File: src/rtl/pqsrc_pkg.sv
package pqsrc_pkg;

   localparam logic [1:0] PQ_IDLE   = 2'b00;
   localparam logic [1:0] PQ_OFF    = 2'b01;
   localparam logic [1:0] PQ_PEND   = 2'b10;
   localparam logic [1:0] PQ_QUEUED = 2'b11;

   localparam logic [1:0] OP_EOI    = 2'b00;
   localparam logic [1:0] OP_QUERY  = 2'b01;

   typedef struct packed {
      logic [1:0] pq;
      logic       ntf;
   } pq_res_t;

   // event arrival on the full P/Q scheme
   function automatic pq_res_t pq_trigger(input logic [1:0] s);
      pq_res_t r;
      r.pq  = s;
      r.ntf = 1'b0;
      case (s)
         PQ_IDLE:   begin r.pq = PQ_PEND; r.ntf = 1'b1; end
         PQ_PEND,
         PQ_QUEUED: r.pq = PQ_QUEUED;
         default:   r.pq = s;
      endcase
      return r;
   endfunction

   // end of service on the full P/Q scheme
   function automatic pq_res_t pq_eoi(input logic [1:0] s);
      pq_res_t r;
      r.pq  = s;
      r.ntf = 1'b0;
      case (s)
         PQ_PEND:   r.pq = PQ_IDLE;
         PQ_QUEUED: begin r.pq = PQ_PEND; r.ntf = 1'b1; end
         default:   r.pq = s;
      endcase
      return r;
   endfunction

endpackage

File: src/rtl/pqsrc_cell.sv
module pqsrc_cell
   import pqsrc_pkg::*;
(
   input  logic [1:0] cur_pq,
   input  logic       is_level,
   input  logic       line_now,
   input  logic       line_prev,
   input  logic       mg_hit,
   input  logic       mg_store,
   input  logic       mg_odd_page,
   input  logic [1:0] mg_op,
   input  logic [1:0] mg_wdata,
   output logic [1:0] nxt_pq,
   output logic       notify_req
);

   logic [1:0] st_mg;
   logic       req_eoi;
   logic       trig;
   pq_res_t    eoi_res;
   pq_res_t    trg_res;

   // stage 1: management operation
   always_comb begin
      st_mg   = cur_pq;
      req_eoi = 1'b0;
      eoi_res = pq_eoi(cur_pq);
      if (mg_hit && mg_odd_page) begin
         if (mg_op[1]) begin
            st_mg = mg_wdata;
         end else if (mg_op == OP_EOI) begin
            if (is_level) begin
               if (cur_pq[1]) st_mg = PQ_IDLE;
            end else begin
               st_mg   = eoi_res.pq;
               req_eoi = eoi_res.ntf;
            end
         end
      end
   end

   assign trig = !is_level &&
                 ((line_now && !line_prev) || (mg_hit && !mg_odd_page && mg_store));

   // stage 2: line rules on the management result
   always_comb begin
      trg_res    = pq_trigger(st_mg);
      nxt_pq     = st_mg;
      notify_req = req_eoi;
      if (trig) begin
         nxt_pq     = trg_res.pq;
         notify_req = req_eoi | trg_res.ntf;
      end else if (is_level && line_now && st_mg == PQ_IDLE) begin
         nxt_pq     = PQ_PEND;
         notify_req = 1'b1;
      end
   end

endmodule

File: src/rtl/pqsrc_notify_arb.sv
module pqsrc_notify_arb #(
   parameter int NUM_SRC = 8,
   localparam int IW = $clog2(NUM_SRC)
)(
   input  logic               clk,
   input  logic               rst_n,
   input  logic [NUM_SRC-1:0] req,
   output logic               ntf_valid,
   output logic [IW-1:0]      ntf_idx
);

   logic [NUM_SRC-1:0] pend_q;
   logic [NUM_SRC-1:0] all_req;
   logic [NUM_SRC-1:0] grant;
   logic [IW-1:0]      win;
   logic               any;

   assign all_req = pend_q | req;

   always_comb begin
      win   = '0;
      any   = 1'b0;
      grant = '0;
      for (int i = 0; i < NUM_SRC; i++) begin
         if (all_req[i] && !any) begin
            win      = IW'(i);
            any      = 1'b1;
            grant[i] = 1'b1;
         end
      end
   end

   always_ff @(posedge clk or negedge rst_n) begin
      if (!rst_n) begin
         pend_q    <= '0;
         ntf_valid <= 1'b0;
         ntf_idx   <= '0;
      end else begin
         pend_q    <= all_req & ~grant;
         ntf_valid <= any;
         ntf_idx   <= win;
      end
   end


   wait_served_chk: assert property (@(posedge clk) disable iff (!rst_n)
      (pend_q != '0) |=> ntf_valid);


   served_cleared_chk: assert property (@(posedge clk) disable iff (!rst_n)
      ntf_valid |-> !pend_q[ntf_idx]);

endmodule

File: src/rtl/pqsrc_ctrl.sv
module pqsrc_ctrl
   import pqsrc_pkg::*;
#(
   parameter int NUM_SRC = 8,
   localparam int IW     = $clog2(NUM_SRC),
   localparam int NBYTES = NUM_SRC / 4
)(
   input  logic               clk,
   input  logic               rst_n,
   input  logic               cfg_we,
   input  logic [IW-1:0]      cfg_idx,
   input  logic               cfg_level,
   input  logic [NUM_SRC-1:0] src_line,
   input  logic               mg_valid,
   input  logic               mg_store,
   input  logic               mg_odd_page,
   input  logic [1:0]         mg_op,
   input  logic [IW-1:0]      mg_idx,
   input  logic [1:0]         mg_wdata,
   output logic               mg_rvalid,
   output logic [1:0]         mg_rdata,
   output logic               ntf_valid,
   output logic [IW-1:0]      ntf_idx
);

   initial begin
      if (NUM_SRC < 4 || NUM_SRC % 4 != 0)
         $fatal(1, "NUM_SRC must be a non-zero multiple of 4");
   end

   // state storage: four 2-bit P/Q fields per byte, source i at bits 2i+1:2i
   logic [NBYTES*8-1:0] pq_q;
   logic [NBYTES*8-1:0] pq_d;
   logic [NUM_SRC-1:0]  lvl_type_q;
   logic [NUM_SRC-1:0]  line_q;      // also the asserted flag of level sources
   logic [NUM_SRC-1:0]  req;
   logic [1:0]          rd_sel;

   // type bits: configuration, untouched by reset
   always_ff @(posedge clk) begin
      for (int i = 0; i < NUM_SRC; i++) begin
         if (cfg_we && cfg_idx == IW'(i)) lvl_type_q[i] <= cfg_level;
      end
   end

   for (genvar g = 0; g < NUM_SRC; g++) begin : g_src
      pqsrc_cell u_cell (
         .cur_pq      (pq_q[2*g +: 2]),
         .is_level    (lvl_type_q[g]),
         .line_now    (src_line[g]),
         .line_prev   (line_q[g]),
         .mg_hit      (mg_valid && mg_idx == IW'(g)),
         .mg_store    (mg_store),
         .mg_odd_page (mg_odd_page),
         .mg_op       (mg_op),
         .mg_wdata    (mg_wdata),
         .nxt_pq      (pq_d[2*g +: 2]),
         .notify_req  (req[g])
      );


      off_holds_chk: assert property (@(posedge clk) disable iff (!rst_n)
         (pq_q[2*g +: 2] == PQ_OFF && !(mg_valid && mg_idx == IW'(g)))
         |=> pq_q[2*g +: 2] == PQ_OFF);
   end

   always_comb begin
      rd_sel = '0;
      for (int i = 0; i < NUM_SRC; i++) begin
         if (mg_idx == IW'(i)) rd_sel = pq_q[2*i +: 2];
      end
   end

   always_ff @(posedge clk or negedge rst_n) begin
      if (!rst_n) begin
         pq_q      <= {NBYTES{8'h55}};
         line_q    <= '0;
         mg_rvalid <= 1'b0;
         mg_rdata  <= '0;
      end else begin
         pq_q      <= pq_d;
         line_q    <= src_line;
         mg_rvalid <= mg_valid && !mg_store;
         if (mg_valid && !mg_store) mg_rdata <= rd_sel;
      end
   end

   pqsrc_notify_arb #(.NUM_SRC(NUM_SRC)) u_arb (
      .clk       (clk),
      .rst_n     (rst_n),
      .req       (req),
      .ntf_valid (ntf_valid),
      .ntf_idx   (ntf_idx)
   );


   reset_off_chk: assert property (@(posedge clk)
      !rst_n |=> (pq_q == {NBYTES{8'h55}} && !ntf_valid && !mg_rvalid));


   load_data_chk: assert property (@(posedge clk) disable iff (!rst_n)
      (mg_valid && !mg_store) |=> mg_rvalid);


   store_silent_chk: assert property (@(posedge clk) disable iff (!rst_n)
      !(mg_valid && !mg_store) |=> !mg_rvalid);

endmodule

File: config.mk
export PLATFORM = sky130hd
export DESIGN_NAME = pqsrc_ctrl
export DESIGN_NICKNAME = d
export VERILOG_FILES = /design/src/rtl/pqsrc_pkg.sv /design/src/rtl/pqsrc_cell.sv /design/src/rtl/pqsrc_notify_arb.sv /design/src/rtl/pqsrc_ctrl.sv
export SDC_FILE = /design/constraint.sdc
export NUM_CORES = 1
export LEC_CHECK = 0
export ABC_CLOCK_PERIOD_IN_PS = 2550
export BUFFER_PORTS_ARGS = -buffer_cell sky130_fd_sc_hd__buf_4
export CORE_MARGIN = 3
export CORE_UTILIZATION = 55
export DETAILED_ROUTE_END_ITERATION = 6
export GPL_TIMING_DRIVEN = 0
export PLACE_DENSITY = 0.76
export SLEW_MARGIN = 20
export SYNTH_ARGS = -nofsm -noshare
export SYNTH_HDL_FRONTEND = slang
export SYNTH_SLANG_ARGS = --single-unit
File: constraint.sdc
create_clock -name clk -period 2.55 [get_ports clk]
set_input_delay 0.3825 -clock clk [delete_from_list [all_inputs] [get_ports clk]]
set_output_delay 0.3825 -clock clk [all_outputs]
set_load 0.01 [all_outputs]
==> flow_summary.yaml <==
cells_and_area:
  nets: 333
  layout-drive-gt1-share_pct: 20.4
  stdcell_area_sq_um: 3050
  area_growth_pct: 15.2
  antennaDiodeCount: 0
  n_fill_cell: 371
  seq_area_sq_um: 1200
  multi_input_area_sq_um: 1340
global_route:
  grt_pass1_vias: 2089
  grt_max_degree: 39
  grt_pass1_wl_mm: 10.1
  antenna_found_initial: 0
  grt_overflow: 0
  grt.total_usage_pct: 24.0
timing:
  min_period_over_period_pct: 90.3
  whs_ns: 0.0286
  hold_violations: 0
  relSlewSlack_pct: 64.2
  fin_skew_ns: 0.00570
  finalSetupViolCount: 0
  maxSlewViolCount: 0
  tightest_slew_ns: 0.536
  rsz0062_at_grt: "false"
  max_freq_mhz: 434
  layout_setup_ws_ns: 0.248
  period_minus_slack_ns: 2.30
drt:
  wl_per_cell_um: 17.6
  antenna_left: 0
  firstDrtPassIters: 4
  drc: 0
  vias: 2250
  vias_per_cell: 6.23
  drt_iter0_markers: 204
  wirelength_mm: 6.34
synthesis:
  syn_area_sq_um: 2650
  ys_top_cells_by_area: "dfrtp_1, edfxtp_1, dfstp_2"
  synth_flop_cell: "dfrtp_1"
  synth_seq_area_share_pct: 45.3
  synth_common_cells: "dfrtp_1, nor2_1, nand2b_1, nor2b_1, nand2_1"
  yosysTopAreaCell: "dfrtp_1"
  syn_inst: 271
  synth.top_cell.area_share_pct: 28.3
  ys_types: 51
  synthArstFlopShare_pct: 82.6
  synth_edf_count: 8
  yosys_warnings: 0
  syn-num-nets: 296
  syn_area_per_cell_sq_um: 9.78
  ys_ff_latch: 46
  synthMostInstantiatedCell: "dfrtp_1"
cts:
  clkSlewWorstSetupHoldPaths_ns: 0.09
  cts_resized: 0
  clockBufferDepth: 2
  ctsHoldBuffers: 0
  clk_latency_ns: 0.30
  cts_buffers: 5
  htreeDepth: 2
  cts.sinks: 46
  cts_setup_buffers: 0
  root_buffer: "clkbuf_8"
  cts_tree: "built"
pwr:
  power_density_nw_per_um2: 615
  p_leak_nw: 1.29
  ir_drop_v: 0.000372
die:
  fp.dieArea_sq_um: 5690
  rows: 24
  die_h_um: 75.4
  io_pins: 32
  initial_core_util_pct: 58.8
  coreArea_sq_um: 4500
  die_w_um: 75.4
worst_setup_path:
  arrival_ns: 2.50
  critPathKind: "input port to flip-flop"
  critical_path.max_fanout: 10
  cp-start-kind: "input port"
  cp.required_ns: 2.75
  crit_path_end_kind: "flip-flop"
flow_run:
  cap_violations: 0
placed_design:
  place_hpwl_mm: 4.83
  placed_area_sq_um: 2940
  dp_slack_ns: -0.0378
  port_buffers: 30
  place_congestion: 0.836
min_path:
  min_path_type: "input port to async pin"
status:
  outcome: "complete, no violations"
-- where the power goes --
part           internal (mW)  switching (mW)
registers              0.846          0.0735
clock network          0.294           0.259
logic                  0.194           0.210
total                   1.33           0.542
-- per-layer routing --
metal  wire [um]  GRT usage, %
met1        2770          33.1
met2        2960          38.8
met3         528          4.75
met4          82          6.41
met5           0             0
-- registers in the layout, indices dropped and copies added (netlist names) --
register,cells
lvl_type_q,8
u_arb.ntf_idx,3
mg_rdata,2
pq_q,16
mg_rvalid,1
line_q,8
u_arb.ntf_valid,1
u_arb.pend_q,7
-- cells by family (layout without fill, tap and decap cells) --
family / after synthesis / in the layout / share of synthesized area [%]
AND/OR/NAND/NOR: 113 / 113 / 23.2
AO/OA/AOI/OAI: 82 / 82 / 23.2
flip-flops: 46 / 46 / 45.3
buffers and inverters: 24 / 62 / 4.11
multiplexers: 6 / 6 / 4.16
-- critical path, cell delays in order --
cell and delay, ns:
buf_4 0.14, clkbuf_1 0.23, nor2_1 0.39, nand3_1 0.15
o21ai_0 0.18, a22oi_1 0.16, a221oi_1 0.52, nand4_1 0.14
and3_1 0.20
-- per-stage QoR --
stage	TNS (ns)	std cells	utilization [%]	total power, mW
floorplan	0	271	-	1.17
global placement	-0.0596	353	65.3	1.32
detailed placement	-0.0724	353	65.3	1.33
CTS	0	361	67.8	1.88
global route	0	361	67.8	1.97
finish	0	361	67.8	1.88
-- layout make-up --
class                      instances  area share (%)
clock buffer                       5            2.25
sequential                        46            39.3
buffer                            11            1.97
clock inverter                     3            1.43
multi-input combinational        201            43.9
inverter                          13            1.60
timing repair buffer              30            7.38
tap                               52            2.13
-- final timing paths --
check	depth (start not counted)	slack, ns	from	endpoint
setup / recovery	9	0.25	mg_op[0]	u_arb.ntf_idx[2]$_DFF_PN0_
hold / removal	1	0.03	rst_n	line_q[2]$_DFF_PN0_
setup reg to reg	7	0.29	pq_q[2]$_DFF_PN1_	u_arb.ntf_idx[1]$_DFF_PN0_
hold reg to reg	2	0.49	mg_rdata[0]$_DFFE_PN0P_	mg_rdata[0]$_DFFE_PN0P_
max in group asynchronous	1	2.15	rst_n	pq_q[0]$_DFF_PN1_
min in group clk	1	0.19	src_line[6]	line_q[6]$_DFF_PN0_
-- cell usage in the layout (no fill, tap or decap), types with 3 or more instances in the layout --
| master | count |
|---|---|
| buf_4 | 32 |
| dfrtp_1 | 30 |
| nor2_1 | 24 |
| nor2b_1 | 18 |
| nand2b_1 | 18 |
| nand2_1 | 14 |
| inv_1 | 12 |
| a21oi_1 | 12 |
| o21ai_0 | 12 |
| nor3_1 | 9 |
| edfxtp_1 | 8 |
| dfstp_2 | 8 |
| a22oi_1 | 7 |
| and3_1 | 7 |
| o211ai_1 | 7 |
| a32oi_1 | 7 |
| a221o_1 | 7 |
| o31ai_1 | 7 |
| and2_1 | 6 |
| clkbuf_1 | 5 |
| nand3_1 | 5 |
| clkbuf_8 | 5 |
| a221oi_1 | 4 |
| mux4_2 | 4 |
| buf_2 | 3 |
| a221oi_2 | 3 |
| a21boi_1 | 3 |
(Power assumes the default switching activity.)
